### config.mk
export PLATFORM = sky130hd
export DESIGN_NAME = i2c_byte_master
export DESIGN_NICKNAME = d
export VERILOG_FILES = /design/src/rtl/i2c_byte_master_pkg.sv /design/src/rtl/ibm_fifo.sv /design/src/rtl/ibm_engine.sv /design/src/rtl/i2c_byte_master.sv
export SDC_FILE = /design/constraint.sdc
export NUM_CORES = 1
export LEC_CHECK = 0
export CORE_MARGIN = 4
export CORE_UTILIZATION = 61
export CTS_BUF_LIST = sky130_fd_sc_hd__clkbuf_4 sky130_fd_sc_hd__clkbuf_8
export DETAILED_ROUTE_END_ITERATION = 12
export DONT_BUFFER_PORTS = 1
export PLACE_DENSITY = 0.76
export RECOVER_POWER = 50
export SLEW_MARGIN = 5
export SYNTH_ARGS = -nofsm -noshare
export SYNTH_HDL_FRONTEND = slang
export SYNTH_SLANG_ARGS = --single-unit
### constraint.sdc
create_clock -name clk -period 7.06 [get_ports clk]
set_input_delay 1.412 -clock clk [delete_from_list [all_inputs] [get_ports clk]]
set_output_delay 1.412 -clock clk [all_outputs]
set_load 0.005 [all_outputs]
### src/rtl/i2c_byte_master_pkg.sv
package i2c_byte_master_pkg;
  localparam int REG_AW = 5;
  localparam logic [REG_AW-1:0] OFF_CTRL   = 5'h00;
  localparam logic [REG_AW-1:0] OFF_TARGET = 5'h04;
  localparam logic [REG_AW-1:0] OFF_COUNT  = 5'h08;
  localparam logic [REG_AW-1:0] OFF_TXDATA = 5'h0C;
  localparam logic [REG_AW-1:0] OFF_RXDATA = 5'h10;
  localparam logic [REG_AW-1:0] OFF_STATUS = 5'h14;
  localparam logic [REG_AW-1:0] OFF_FLUSH  = 5'h18;

  localparam int CB_GO    = 0;
  localparam int CB_IEN   = 1;
  localparam int CB_RD    = 3;
  localparam int CB_TXIE  = 9;
  localparam int CB_RXIE  = 10;
  localparam int CB_TXLO  = 12;
  localparam int CB_RXLO  = 16;
  localparam int CB_STOP  = 20;
  localparam logic [31:0] CTRL_MASK = 32'h001F_F60B;

  typedef enum logic [2:0] {
    S_IDLE, S_START, S_ADDR, S_DATA, S_STOP, S_HOLD
  } eng_state_e;
endpackage

### src/rtl/ibm_fifo.sv
module ibm_fifo #(
  parameter int W     = 8,
  parameter int DEPTH = 16
) (
  input  logic            clk,
  input  logic            rst,
  input  logic            clr,
  input  logic            push,
  input  logic [W-1:0]    din,
  input  logic            pop,
  output logic [W-1:0]    dout,
  output logic [$clog2(DEPTH):0] count,
  output logic            empty,
  output logic            full
);
  localparam int AW = $clog2(DEPTH);

  logic [W-1:0]  mem [DEPTH];
  logic [AW-1:0] wp, rp;
  logic          do_push, do_pop;

  assign empty   = (count == '0);
  assign full    = (count == (AW+1)'(DEPTH));
  assign do_push = push && !full;
  assign do_pop  = pop && !empty;
  assign dout    = mem[rp];

  always_ff @(posedge clk) begin
    if (do_push) mem[wp] <= din;
  end

  always_ff @(posedge clk) begin
    if (rst || clr) begin
      wp    <= '0;
      rp    <= '0;
      count <= '0;
    end else begin
      if (do_push) wp <= wp + 1'b1;
      if (do_pop)  rp <= rp + 1'b1;
      count <= count + (AW+1)'(do_push) - (AW+1)'(do_pop);
    end
  end

  p_no_overflow_r10: assert property (@(posedge clk) disable iff (rst)
    (push && full && !pop && !clr) |=> (count == $past(count)));
  p_no_underflow_r10: assert property (@(posedge clk) disable iff (rst)
    (pop && empty && !push && !clr) |=> (count == '0));
endmodule

### src/rtl/ibm_engine.sv
module ibm_engine
  import i2c_byte_master_pkg::*;
#(
  parameter int CW = 16
) (
  input  logic          clk,
  input  logic          rst,
  input  logic          tick,
  input  logic          go,
  input  logic          rw,
  input  logic [6:0]    addr7,
  input  logic [CW-1:0] nbytes,
  input  logic          stop_en,
  input  logic          tx_empty,
  input  logic [7:0]    tx_data,
  input  logic          sda_i,
  output logic          tx_pop,
  output logic          rx_push,
  output logic [7:0]    rx_data,
  output logic          busy,
  output logic          done,
  output logic          nack_ev,
  output logic          scl_oe,
  output logic          sda_oe
);
  eng_state_e    st;
  logic [1:0]    ph;
  logic [3:0]    bitn;
  logic [7:0]    sh;
  logic [CW-1:0] left;
  logic          rd_q, stp_q, ack_q;
  logic          wdat, rdat, stall;

  assign busy  = (st != S_IDLE) && (st != S_HOLD);
  assign wdat  = (st == S_DATA) && !rd_q;
  assign rdat  = (st == S_DATA) && rd_q;
  assign stall = wdat && (bitn == 4'd0) && (ph == 2'd0) && tx_empty;

  always_ff @(posedge clk) begin
    if (rst) begin
      st <= S_IDLE; ph <= '0; bitn <= '0; sh <= '0; left <= '0;
      rd_q <= 1'b0; stp_q <= 1'b0; ack_q <= 1'b0;
      scl_oe <= 1'b0; sda_oe <= 1'b0;
      tx_pop <= 1'b0; rx_push <= 1'b0; rx_data <= '0;
      done <= 1'b0; nack_ev <= 1'b0;
    end else begin
      tx_pop <= 1'b0; rx_push <= 1'b0; done <= 1'b0; nack_ev <= 1'b0;
      if (go && !busy) begin
        st <= S_START; ph <= '0;
        rd_q <= rw; stp_q <= stop_en; left <= nbytes;
      end else if (tick) begin
        case (st)
          S_START: begin
            ph <= ph + 2'd1;
            case (ph)
              2'd0: sda_oe <= 1'b0;
              2'd1: scl_oe <= 1'b0;
              2'd2: sda_oe <= 1'b1;
              default: begin
                scl_oe <= 1'b1; st <= S_ADDR; bitn <= '0; sh <= {addr7, rd_q};
              end
            endcase
          end
          S_ADDR, S_DATA: begin
            if (!stall) ph <= ph + 2'd1;
            case (ph)
              2'd0: begin
                if (bitn == 4'd8)          sda_oe <= rdat ? (left != CW'(1)) : 1'b0;
                else if (rdat)             sda_oe <= 1'b0;
                else if (wdat && bitn == 4'd0) begin
                  if (!tx_empty) begin
                    sh <= tx_data; sda_oe <= ~tx_data[7]; tx_pop <= 1'b1;
                  end
                end else                   sda_oe <= ~sh[7];
              end
              2'd1: scl_oe <= 1'b0;
              2'd2: begin
                if (bitn == 4'd8) ack_q <= sda_i;
                else              sh <= {sh[6:0], sda_i};
              end
              default: begin
                scl_oe <= 1'b1;
                if (rdat && bitn == 4'd7) begin
                  rx_push <= 1'b1; rx_data <= sh;
                end
                if (bitn != 4'd8) bitn <= bitn + 4'd1;
                else begin
                  bitn <= '0;
                  if (ack_q && !rdat) begin
                    nack_ev <= 1'b1; st <= S_STOP;
                  end else if (st == S_ADDR) begin
                    if (left == '0) begin
                      if (stp_q) st <= S_STOP;
                      else begin st <= S_HOLD; done <= 1'b1; end
                    end else st <= S_DATA;
                  end else begin
                    left <= left - CW'(1);
                    if (left == CW'(1)) begin
                      if (stp_q) st <= S_STOP;
                      else begin st <= S_HOLD; done <= 1'b1; end
                    end
                  end
                end
              end
            endcase
          end
          S_STOP: begin
            ph <= ph + 2'd1;
            case (ph)
              2'd0: sda_oe <= 1'b1;
              2'd1: scl_oe <= 1'b0;
              2'd2: sda_oe <= 1'b0;
              default: begin st <= S_IDLE; done <= 1'b1; end
            endcase
          end
          default: ;
        endcase
      end
    end
  end

  // a held bus keeps SCL pulled low
  p_hold_scl_low_r6: assert property (@(posedge clk) disable iff (rst)
    (st == S_HOLD) |-> scl_oe);
  // SDA moves only with SCL low during address and data bits
  p_sda_under_low_scl_r2: assert property (@(posedge clk) disable iff (rst)
    ((st == S_ADDR || st == S_DATA) && ($past(st) == st) && (sda_oe != $past(sda_oe)))
      |-> $past(scl_oe));
  // each popped byte belongs to a write
  p_pop_only_on_write_r3: assert property (@(posedge clk) disable iff (rst)
    tx_pop |-> (wdat && !rx_push));
endmodule

### src/rtl/i2c_byte_master.sv
module i2c_byte_master
  import i2c_byte_master_pkg::*;
#(
  parameter int CW    = 16,
  parameter int DEPTH = 16
) (
  input  logic        clk,
  input  logic        rst,
  input  logic        bus_wr,
  input  logic        bus_rd,
  input  logic [4:0]  bus_addr,
  input  logic [31:0] bus_wdata,
  output logic [31:0] bus_rdata,
  input  logic        bit_tick,
  input  logic        scl_i,
  input  logic        sda_i,
  output logic        scl_oe,
  output logic        sda_oe,
  output logic        irq
);
  localparam int LW = $clog2(DEPTH) + 1;

  logic [31:0]   ctrl_q;
  logic [7:0]    tgt_q;
  logic [CW-1:0] cnt_q;
  logic          nack_q, int_q;
  logic          go, flush, tx_push, rx_pop;
  logic          tx_pop, tx_empty, tx_full, rx_push, rx_empty, rx_full;
  logic [7:0]    tx_dout, rx_din, rx_dout;
  logic [LW-1:0] tx_lvl, rx_lvl;
  logic          e_busy, e_done, e_nack;
  logic          tx_low, rx_high;

  assign go      = bus_wr && bus_addr == OFF_CTRL && bus_wdata[CB_GO] && !ctrl_q[CB_GO];
  assign flush   = bus_wr && bus_addr == OFF_FLUSH && bus_wdata[0];
  assign tx_push = bus_wr && bus_addr == OFF_TXDATA;
  assign rx_pop  = bus_rd && bus_addr == OFF_RXDATA;
  assign tx_low  = tx_lvl <= LW'(ctrl_q[CB_TXLO +: 4]);
  assign rx_high = rx_lvl >= LW'(ctrl_q[CB_RXLO +: 4]);

  ibm_fifo #(.W(8), .DEPTH(DEPTH)) u_txq (
    .clk(clk), .rst(rst), .clr(flush), .push(tx_push), .din(bus_wdata[7:0]),
    .pop(tx_pop), .dout(tx_dout), .count(tx_lvl), .empty(tx_empty), .full(tx_full));

  ibm_fifo #(.W(8), .DEPTH(DEPTH)) u_rxq (
    .clk(clk), .rst(rst), .clr(flush), .push(rx_push), .din(rx_din),
    .pop(rx_pop), .dout(rx_dout), .count(rx_lvl), .empty(rx_empty), .full(rx_full));

  ibm_engine #(.CW(CW)) u_eng (
    .clk(clk), .rst(rst), .tick(bit_tick), .go(go), .rw(ctrl_q[CB_RD]),
    .addr7(tgt_q[7:1]), .nbytes(cnt_q), .stop_en(ctrl_q[CB_STOP]),
    .tx_empty(tx_empty), .tx_data(tx_dout), .sda_i(sda_i),
    .tx_pop(tx_pop), .rx_push(rx_push), .rx_data(rx_din),
    .busy(e_busy), .done(e_done), .nack_ev(e_nack),
    .scl_oe(scl_oe), .sda_oe(sda_oe));

  always_ff @(posedge clk) begin
    if (rst) begin
      ctrl_q <= '0; tgt_q <= '0; cnt_q <= '0;
      nack_q <= 1'b0; int_q <= 1'b0; irq <= 1'b0; bus_rdata <= '0;
    end else begin
      if (bus_wr && bus_addr == OFF_CTRL)   ctrl_q <= bus_wdata & CTRL_MASK;
      if (bus_wr && bus_addr == OFF_TARGET) tgt_q  <= bus_wdata[7:0];
      if (bus_wr && bus_addr == OFF_COUNT)  cnt_q  <= bus_wdata[CW-1:0];
      if (bus_wr && bus_addr == OFF_STATUS) begin
        nack_q <= nack_q & bus_wdata[1];
        int_q  <= int_q  & bus_wdata[2];
      end
      if (e_nack) nack_q <= 1'b1;
      if (e_done) int_q  <= 1'b1;
      irq <= ctrl_q[CB_IEN] & (int_q | (ctrl_q[CB_TXIE] & tx_low) | (ctrl_q[CB_RXIE] & rx_high));
      if (bus_rd) begin
        case (bus_addr)
          OFF_CTRL:   bus_rdata <= ctrl_q;
          OFF_TARGET: bus_rdata <= {24'd0, tgt_q};
          OFF_COUNT:  bus_rdata <= 32'(cnt_q);
          OFF_RXDATA: bus_rdata <= rx_empty ? 32'd0 : {24'd0, rx_dout};
          OFF_STATUS: bus_rdata <= {10'd0, sda_i, scl_i, 15'd0,
                                    rx_full, tx_empty, int_q, nack_q, e_busy};
          default:    bus_rdata <= '0;
        endcase
      end
    end
  end

  // received-NACK survives anything but a write of 0
  p_nack_sticky_r7: assert property (@(posedge clk) disable iff (rst)
    (nack_q && !(bus_wr && bus_addr == OFF_STATUS && !bus_wdata[1])) |=> nack_q);
  // completion always leaves interrupt-pending set
  p_done_sets_pending_r3: assert property (@(posedge clk) disable iff (rst)
    e_done |=> int_q);
  // no interrupt while the global enable is clear
  p_irq_gated_r8: assert property (@(posedge clk) disable iff (rst)
    !ctrl_q[CB_IEN] |=> !irq);
endmodule

==> results.sh, run 1 <==
export IMPL_slew_limit_headroom=-0.809
export IMPL_worst_ir_drop_vdd_mv=0.201
export IMPL_dieWidth_um=176
export IMPL_antenna_cells=0
export IMPL_cts_tree="built"
export IMPL_rows=61
export IMPL_grt_overflow=0
export IMPL_tns_ps=0
export IMPL_cts_hold_buf=0
export IMPL_dieArea_mm2=0.0309
export IMPL_area_growth_pct=8.42
export IMPL_clk_pin_slew_ps=60
export IMPL_finalClockSkew_ps=37.4
export IMPL_ant_nets=0
export IMPL_crit_path_start_kind="input pin"
export IMPL_maxCapViolCount=3
export IMPL_rsz0062_at_grt="false"
export IMPL_hold_class="reg2reg"
export IMPL_finalMaxSlewViolations=88
export IMPL_finalCritPeriodShare=0.629
export IMPL_routed_wl_um=38200
export IMPL_crit_arrival_ps=4940
export IMPL_drt_pass1_iter_count=6
export IMPL_violations="capacitance limit, slew limit"
export IMPL_worst_slew_pin_slew_ps=2710
export IMPL_final_area_mm2=0.0186
export IMPL_n_fill_cell=1974
export IMPL_yosysWarnings=0
export IMPL_dr_total_vias=10800
export IMPL_seq_area_mm2=0.0106
export IMPL_cts_sinks=403
export IMPL_clk_path_buf_depth=3
export IMPL_io_pin_count=79
export IMPL_post_cts_setup_buffers=0
export IMPL_synth_cells=1326
export IMPL_cp_required_ps=7560
export IMPL_initial_utilization=0.618
export IMPL_die_h_um=176
export IMPL_insertion_delay_ps=620
export IMPL_clock_fmax_ghz=0.225
export IMPL_via_per_inst=6.16
export IMPL_endpoint_kind="register"
export IMPL_h_tree_depth=2
export IMPL_dpl_cell_area_mm2=0.0174
export IMPL_num_nets_final=1409
export IMPL_p_per_area_mw_per_mm2=240
export IMPL_fin_util=0.670
export IMPL_async_flop_share=0
export IMPL_wl_per_cell_um=21.8
export IMPL_synth_edf_count=256
export IMPL_syn_area_per_cell_um2=12.9
export IMPL_grt_pass1_wl_um=59700
export IMPL_synth_common_cells="256 x edfxtp_1, 147 x dfxtp_1, 137 x nand2_1"
export IMPL_cts_buffers=61
export IMPL_dpl_hpwl_um=24900
export IMPL_synth_area_leader_cell="edfxtp_1"
export IMPL_path_max_fanout=44
export IMPL_synth_most_common_cell="edfxtp_1"
export IMPL_status="finished, violations left"
export IMPL_drc=0
export IMPL_initialDrtViolationCount=1354
export IMPL_multiInputGateArea_mm2=0.00602
export IMPL_hold_viol_final=0
export IMPL_cts_resized=0
export IMPL_antenna_found_initial=0
export IMPL_synthTopCellsByArea="edfxtp_1 45%, dfxtp_1 17%, mux4_2 8.3%"
export IMPL_yosys_area_top_type_share=0.448
export IMPL_setup_viol=0
export IMPL_synthDistinctLibCells=77
export IMPL_grt_usage=0.248
export IMPL_grt_start_max_net_pins=103
export IMPL_p_leak_nw=5.67
export IMPL_cts_root_buffer="clkbuf_8"
export IMPL_routabilityCongestion=0.920
export IMPL_synth_ff_latch_count=403
export IMPL_portBuffers=0
export IMPL_path_class="in2reg"
export IMPL_grt_pass1_vias=10600
export IMPL_yosysSeqAreaShare=0.619
export IMPL_period_minus_slack_ps=4440
export IMPL_synth_flop_cell="edfxtp_1"
export IMPL_syn_cell_area_mm2=0.0172
export IMPL_layout_drive_gt1_share=0.142
export IMPL_core_area_mm2=0.0278
-- layer usage --
layer | vias up | share of wire | track usage
li1 | 4965 | - | -
met1 | 5337 | 0.43 | 0.363
met2 | 445 | 0.47 | 0.391
met3 | 72 | 0.076 | 0.0433
met4 | 0 | 0.025 | 0.0669
met5 | - | 0 | 0
-- cell usage in the layout, fill, tap and decap left out, types with 8 or more instances in the layout --
| master | Yosys | layout |
|---|---|---|
| nand3_1 | 29 | 29 |
| mux4_2 | 63 | 63 |
| nor4_1 | 11 | 10 |
| a21oi_1 | 96 | 96 |
| nor2_1 | 106 | 106 |
| a211oi_1 | 14 | 14 |
| nor3_1 | 27 | 28 |
| a22oi_1 | 10 | 10 |
| ha_1 | 37 | 37 |
| edfxtp_1 | 256 | 256 |
| dfxtp_1 | 147 | 144 |
| a221o_1 | 8 | 8 |
| nand2_1 | 137 | 137 |
| xnor2_1 | 10 | 10 |
| a221oi_1 | 9 | 9 |
| conb_1 | 1 | 10 |
| nor2b_1 | 14 | 14 |
| o211ai_1 | 10 | 10 |
| clkbuf_4 | 0 | 25 |
| clkbuf_8 | 0 | 67 |
| mux2i_1 | 34 | 34 |
| clkinv_1 | 1 | 12 |
| nand2b_1 | 9 | 9 |
| xor2_1 | 11 | 11 |
| inv_1 | 38 | 38 |
| and3_1 | 8 | 8 |
| a22o_1 | 9 | 9 |
| a2bb2oi_1 | 8 | 8 |
| buf_4 | 12 | 10 |
| o21ai_0 | 13 | 13 |
| o21ai_1 | 16 | 16 |
-- critical path, stage by stage --
cell and delay, ps:
or4b_1 680, nor4_4 290, clkbuf_1 1300, o22ai_2 720
o32ai_1 510
-- final cells by class --
type                    instances  area share
well taps                     378      0.0254
repair buffers                 16     0.00524
flip-flops and latches        403       0.571
inverters                      39     0.00786
multi-input cells             805       0.323
clock buffers                  92      0.0596
clock inverters                22     0.00733
-- per-stage QoR --
stage | hold slack, ps | total power, mW | worst slack (ps) | std cells
6_report | 446 | 4.46 | 2620 | 1755
5_1_grt | 467 | 4.60 | 2300 | 1755
4_1_cts | 446 | 4.49 | 3560 | 1755
3_5_place_dp | 437 | 2.59 | 2910 | 1641
3_3_place_gp | 432 | 2.59 | 2910 | 1641
2_1_floorplan | 411 | 2.59 | 3440 | 1335
-- sequential cells by signal, summed over array words and instances, names as in the netlist, 2 cells and up, named ones only --
register and flops:
bus_rdata 22, u_eng.bitn 4, tgt_q 8, u_txq.rp 4, cnt_q 16, u_eng.sh 8, u_eng.rx_data 8, ctrl_q 14
u_txq.wp 4, u_rxq.wp 4, u_eng.left 16, u_txq.mem 128, u_rxq.rp 4, u_eng.ph 2, u_rxq.count 5, u_txq.count 5
u_rxq.mem 128, u_eng.st 3
-- worst paths after layout --
check                           slack [ps]            end          start  cells after the start
worst max-delay path                  2620  u_eng.left[9]    bus_addr[4]                      5
worst min-delay path                   450         nack_q  u_eng.nack_ev                      2
worst max register to register        2950    u_eng.sh[0]       register                      6
worst min register to register         450         nack_q  u_eng.nack_ev                      2
-- kinds of logic after synthesis --
logic type      count (synthesis)  share of synthesized area
flops                         403                      0.619
mux                           104                      0.107
compound gates                233                     0.0904
buf+inv                       127                     0.0318
xor+xnor                       21                     0.0107
other cells                     1                   0.000218
fa+ha+maj                      39                     0.0293
simple gates                  398                      0.111
-- report_power, final --
| group | internal (mW) | switching, mW | total, mW | leakage, nW |
|---|---|---|---|---|
| combinational | 0.0157 | 0.0311 | 0.0469 | 1.79 |
| sequential | 2.49 | 0.00362 | 2.50 | 3.22 |
| clock | 1.04 | 0.876 | 1.92 | 0.668 |
No activity file was read; power rests on OpenSTA's default activity.
==> run 2: changes to the inputs <==
--- a/config.mk
+++ b/config.mk
@@ -6,11 +6,11 @@
 export NUM_CORES = 1
 export LEC_CHECK = 0
 export CORE_MARGIN = 4
-export CORE_UTILIZATION = 61
+export CORE_UTILIZATION = 60
 export CTS_BUF_LIST = sky130_fd_sc_hd__clkbuf_4 sky130_fd_sc_hd__clkbuf_8
 export DETAILED_ROUTE_END_ITERATION = 12
 export DONT_BUFFER_PORTS = 1
-export PLACE_DENSITY = 0.76
+export PLACE_DENSITY = 0.78
 export RECOVER_POWER = 50
 export SLEW_MARGIN = 5
 export SYNTH_ARGS = -nofsm -noshare
==> constraint.sdc (replaced) <==
create_clock -name clk -period 3.7 [get_ports clk]
set_input_delay 0.74 -clock clk [delete_from_list [all_inputs] [get_ports clk]]
set_output_delay 0.74 -clock clk [all_outputs]
set_load 0.005 [all_outputs]
==> run 2 against run 1 <==
Compared with the run above: the run now ends clean; clock-buffer cell count shrank 6; non-clock buffer count grew 21; via count is 1.2% higher; first-iteration DRC count up 0.81%; setup slack worse by 2100 ps; flip-flop and latch count is the same; design area increased by 1.2%; register-to-register slack got worse by 2500 ps; global-route usage decreased by 0.44 points; largest cell class unchanged.
==> results.sh, run 2 (synthesized netlist as in run 1, its figures left out) <==
export IMPL_status="finished, final reports clean"
export IMPL_initialDrtViolationCount=1365
export IMPL_drt_pass1_iter_count=6
export IMPL_wl_per_cell_um=21.5
export IMPL_antenna_cells=0
export IMPL_layout_commonest_cell="edfxtp_1"
export IMPL_routabilityCongestion=0.944
export IMPL_layout_drive_gt1_share=0.158
export IMPL_dr_total_vias=10900
export IMPL_p_per_area_mw_per_mm2=460
export IMPL_endpoint_kind="register"
export IMPL_num_nets_final=1430
export IMPL_finalMaxSlewViolations=0
export IMPL_dieArea_mm2=0.0314
export IMPL_slowest_stage="a311oi_1"
export IMPL_maxCapViolCount=0
export IMPL_antenna_found_initial=0
export IMPL_critPathTopFamily="simple AND/OR/NAND/NOR gates"
export IMPL_finalCritPeriodShare=0.865
export IMPL_drc=0
export IMPL_path_max_fanout=9
export IMPL_h_tree_depth=2
export IMPL_routed_wl_um=38100
export IMPL_dpl_cell_area_mm2=0.0176
export IMPL_area_growth_pct=9.74
export IMPL_cp_required_ps=3910
export IMPL_ant_nets=0
export IMPL_portBuffers=0
export IMPL_insertion_delay_ps=620
export IMPL_worst_ir_drop_vdd_mv=0.414
export IMPL_grt_start_max_net_pins=103
export IMPL_dieWidth_um=177
export IMPL_worst_slew_pin_slew_ps=1250
export IMPL_cts_tree="built"
export IMPL_grt_usage=0.244
export IMPL_clock_fmax_ghz=0.312
export IMPL_cts_root_buffer="clkbuf_8"
export IMPL_whs_ps=196
export IMPL_period_minus_slack_ps=3200
export IMPL_grt_pass1_vias=10700
export IMPL_post_cts_setup_buffers=0
export IMPL_top_regs="u_rxq.mem x128, u_txq.mem x128, bus_rdata x22"
export IMPL_final_area_mm2=0.0188
export IMPL_dpl_hpwl_um=25300
export IMPL_grt_pass1_wl_um=59300
export IMPL_final_cell_mix="256 x edfxtp_1, 145 x dfxtp_1, 137 x nand2_1, 106 x nor2_1, 96 x a21oi_1"
export IMPL_core_area_mm2=0.0280
export IMPL_via_per_inst=6.17
export IMPL_cts_resized=0
export IMPL_cts_buffers=61
export IMPL_cts_sinks=403
export IMPL_hold_viol_final=0
export IMPL_io_pin_count=79
export IMPL_crit_arrival_ps=3410
export IMPL_tns_ps=0
export IMPL_p_leak_nw=5.85
export IMPL_hold_class="in2reg"
export IMPL_die_h_um=177
export IMPL_cts_hold_buf=0
export IMPL_grt_overflow=0
export IMPL_path_class="reg2reg"
export IMPL_cpPeakStageDelay_ps=1040
export IMPL_initial_utilization=0.613
export IMPL_slew_limit_headroom=0.163
export IMPL_finalClockSkew_ps=39.6
export IMPL_setup_viol=0
export IMPL_rows=61
export IMPL_crit_chain="inv_1 -> ha_1 -> a311oi_1 -> nand2_1 -> nor2_1"
export IMPL_clk_pin_slew_ps=60
export IMPL_crit_path_start_kind="register"
export IMPL_rsz0062_at_grt="false"
export IMPL_cp_buffers_inverters=1
export IMPL_clk_path_buf_depth=3
## run 2: cell types whose count changed in the layout (fill, tap and decap cells not counted), sizes merged
cell	before	now
clkinv	19	24
clkbuf	98	89
clkinvlp	1	0
bufinv	1	3
inv	40	39
buf	10	34
## run 2: layer usage
layer / global-route usage / wire, um / vias to the layer above
met4: 0.0754 / 1050 / 0
met5: 0 / 0 / -
li1: - / - / 5006
met2: 0.385 / 17900 / 476
met1: 0.346 / 16100 / 5384
met3: 0.0489 / 3020 / 82
## run 2: cell type report
class / count / area, um^2
timing repair buffer: 37 / 267
fill: 1934 / 9170
clock buffer: 86 / 1080
tap: 378 / 473
multi-input combinational: 805 / 6020
inverter: 39 / 146
clock inverter: 27 / 223
sequential: 403 / 10600
## run 2: per-stage QoR
stage	instances	worst slack (ps)	util	total power [mW]
floorplan	1335	753	-	4.95
global placement	1662	596	0.627	4.95
detailed placement	1662	538	0.627	4.95
CTS	1775	645	0.673	8.72
global route	1775	284	0.673	8.94
finish	1775	500	0.673	8.66
## run 2: final timing paths
path	from	to	slack, ps	cells past startpoint
setup / recovery	u_txq.count[3]	u_txq.mem[15][0]	500	5
setup reg to reg	u_txq.count[3]	u_txq.mem[15][0]	500	5
hold reg to reg	u_eng.done	int_q	430	2
hold / removal	rst	u_eng.scl_oe	200	1
## run 2: power breakdown
group | internal [mW] | switching (mW) | total, mW
Clock | 2.11 | 1.69 | 3.80
Sequential | 4.76 | 0.00746 | 4.76
Combinational | 0.0322 | 0.0594 | 0.0916
==> run 3: changes to the inputs <==
--- a/config.mk
+++ b/config.mk
@@ -6,12 +6,11 @@
 export NUM_CORES = 1
 export LEC_CHECK = 0
 export CORE_MARGIN = 4
-export CORE_UTILIZATION = 60
+export CORE_UTILIZATION = 45
 export CTS_BUF_LIST = sky130_fd_sc_hd__clkbuf_4 sky130_fd_sc_hd__clkbuf_8
 export DETAILED_ROUTE_END_ITERATION = 12
 export DONT_BUFFER_PORTS = 1
-export PLACE_DENSITY = 0.78
-export RECOVER_POWER = 50
+export PLACE_DENSITY = 0.61
 export SLEW_MARGIN = 5
 export SYNTH_ARGS = -nofsm -noshare
 export SYNTH_HDL_FRONTEND = slang
==> run 3 against run 2 <==
Compared with the run above: clock power hardly changed; critical path depth is 9 higher; total power is 0.24% higher; core utilization is 17 points lower; global-route usage is 5.3 points lower; sequential share of layout area is 0.63 points lower; cell count is 8.1% higher; die area is 32% higher; via count is 2.2% lower; first-iteration DRC count is 30% lower; wire length is 3.3% higher.
==> results.sh, run 3 (synthesized netlist as in run 1, its figures left out) <==
export IMPL_ant_nets=0
export IMPL_crit_path_start_kind="register"
export IMPL_clk_pin_slew_ps=60
export IMPL_antenna_found_initial=0
export IMPL_grt_pass1_wl_um=61500
export IMPL_whs_ps=207
export IMPL_tns_ps=0
export IMPL_grt_start_max_net_pins=103
export IMPL_cp_required_ps=4180
export IMPL_portBuffers=0
export IMPL_hold_viol_final=0
export IMPL_crit_chain="inv_1 -> ha_1 -> or4b_2 -> and3_1 -> buf_4 -> nand3_1 -> nand2_1 -> ha_1 -> fa_1 -> a21oi_1 -> nor2_1 -> nor2_1 -> xnor2_1 -> nor2_1"
export IMPL_finalMaxSlewViolations=0
export IMPL_grt_pass1_vias=10400
export IMPL_endpoint_kind="register"
export IMPL_critPathTopFamily="simple AND/OR/NAND/NOR gates"
export IMPL_finalCritPeriodShare=0.819
export IMPL_grt_usage=0.191
export IMPL_clk_path_buf_depth=3
export IMPL_cp_depth=14
export IMPL_die_h_um=203
export IMPL_cpPeakStageDelay_ps=590
export IMPL_path_max_fanout=10
export IMPL_dpl_hpwl_um=25800
export IMPL_drc=0
export IMPL_slowest_stage="or4b_2"
export IMPL_rows=71
export IMPL_num_nets_final=1440
export IMPL_rsz0062_at_grt="false"
export IMPL_reg2reg_depth=14
export IMPL_routabilityCongestion=0.857
export IMPL_path_class="reg2reg"
export IMPL_cts_sinks=403
export IMPL_via_per_inst=5.58
export IMPL_setup_viol=0
export IMPL_hold_path_depth=1
export IMPL_post_cts_setup_buffers=0
export IMPL_area_growth_pct=11.0
export IMPL_io_pin_count=79
export IMPL_cts_root_buffer="clkbuf_8"
export IMPL_cts_resized=0
export IMPL_worst_slew_pin_slew_ps=1220
export IMPL_hold_class="in2reg"
export IMPL_seq_area_mm2=0.0106
export IMPL_core_area_mm2=0.0377
export IMPL_routed_wl_um=39400
export IMPL_h_tree_depth=3
export IMPL_r2r_start="u_rxq.count[2]"
export IMPL_multiInputGateArea_mm2=0.00603
export IMPL_grt_overflow=0
export IMPL_worstHoldEndpoint="u_eng.bitn[3]"
export IMPL_insertion_delay_ps=610
export IMPL_r2r_end="u_rxq.count[4]"
export IMPL_final_area_mm2=0.0191
export IMPL_cts_buffers=67
export IMPL_slew_limit_headroom=0.182
export IMPL_cts_hold_buf=0
export IMPL_n_fill_cell=3341
export IMPL_layout_drive_gt1_share=0.165
export IMPL_antenna_cells=0
export IMPL_crit_arrival_ps=3510
export IMPL_dp_slack_ps=645
export IMPL_dieArea_mm2=0.0413
export IMPL_layout_commonest_cell="edfxtp_1"
export IMPL_initialDrtViolationCount=962
export IMPL_clock_fmax_ghz=0.330
export IMPL_worst_ir_drop_vdd_mv=0.286
export IMPL_dpl_cell_area_mm2=0.0178
export IMPL_r2r_slack_ps=670
export IMPL_wl_per_cell_um=20.5
export IMPL_period_minus_slack_ps=3030
export IMPL_cts_tree="built"
export IMPL_hold_start="rst"
export IMPL_crit_path_frequent_cell="nor2_1"
export IMPL_dieWidth_um=203
export IMPL_p_leak_nw=5.88
export IMPL_drt_pass1_iter_count=5
export IMPL_finalWorstSetupSlack_ps=671
export IMPL_cp_buffers_inverters=2
export IMPL_final_cell_mix="256 x edfxtp_1, 145 x dfxtp_1, 137 x nand2_1, 106 x nor2_1, 96 x a21oi_1"
export IMPL_dr_total_vias=10700
export IMPL_finalClockSkew_ps=22.4
export IMPL_top_regs="u_rxq.mem x128, u_txq.mem x128, bus_rdata x22"
export IMPL_maxCapViolCount=0
export IMPL_p_per_area_mw_per_mm2=455
export IMPL_initial_utilization=0.456
export IMPL_status="finished, final reports clean"
## run 3: cell count changes in the layout (fill, tap and decap cells not counted), moves of 2 or more
cell	delta
clkbuf_4	+10
buf_4	+7
clkinv_2	-6
and2_0	-4
and2_1	+4
clkinvlp_4	+4
clkbuf_1	-3
bufinv_16	-2
clkinv_1	+2
inv_6	+2
## run 3: layer usage
| metal | share of wire | GRT usage |
|---|---|---|
| met1 | 0.45 | 0.270 |
| met2 | 0.48 | 0.302 |
| met3 | 0.052 | 0.0364 |
| met4 | 0.023 | 0.0600 |
| met5 | 0 | 0 |
## run 3: per-stage QoR
step           total power, mW  utilization  cells
2_1_floorplan             4.95            -   1335
3_3_place_gp              4.94        0.471   1799
3_5_place_dp              4.95        0.471   1799
4_1_cts                   8.78        0.506   1919
5_1_grt                   9.00        0.506   1919
6_report                  8.68        0.506   1919
## run 3: worst reg2reg max path: stages, from the launching register on
cell     delay, ps
dfxtp_1        330
inv_1           80
ha_1           150
or4b_2         590
and3_1         210
buf_4          180
nand3_1        150
nand2_1         70
ha_1           230
fa_1           410
a21oi_1        140
nor2_1          50
nor2_1         120
xnor2_1        130
nor2_1          50
## run 3: worst max-delay path by stage
stage | from | to | slack (ps)
floorplan | bus_addr[4] | u_txq.mem[3][0] | 750
global placement | u_rxq.count[2] | u_rxq.count[4] | 680
detailed placement | bus_addr[4] | u_txq.mem[1][0] | 640
CTS | u_rxq.count[2] | u_rxq.count[4] | 660
global route | u_rxq.count[2] | u_rxq.count[4] | 440
finish | u_rxq.count[2] | u_rxq.count[4] | 670
## run 3: final cells by class
class / instances / area share
sequential: 403 / 0.558
multi-input combinational: 805 / 0.316
clock buffer: 95 / 0.0601
tap: 511 / 0.0336
timing repair buffer: 41 / 0.0162
clock inverter: 25 / 0.00814
inverter: 39 / 0.00768
## run 3: power breakdown
group / internal [mW] / total (mW) / switching [mW]
Sequential: 4.76 / 4.76 / 0.00723
Clock: 2.07 / 3.83 / 1.75
Combinational: 0.0306 / 0.0881 / 0.0575
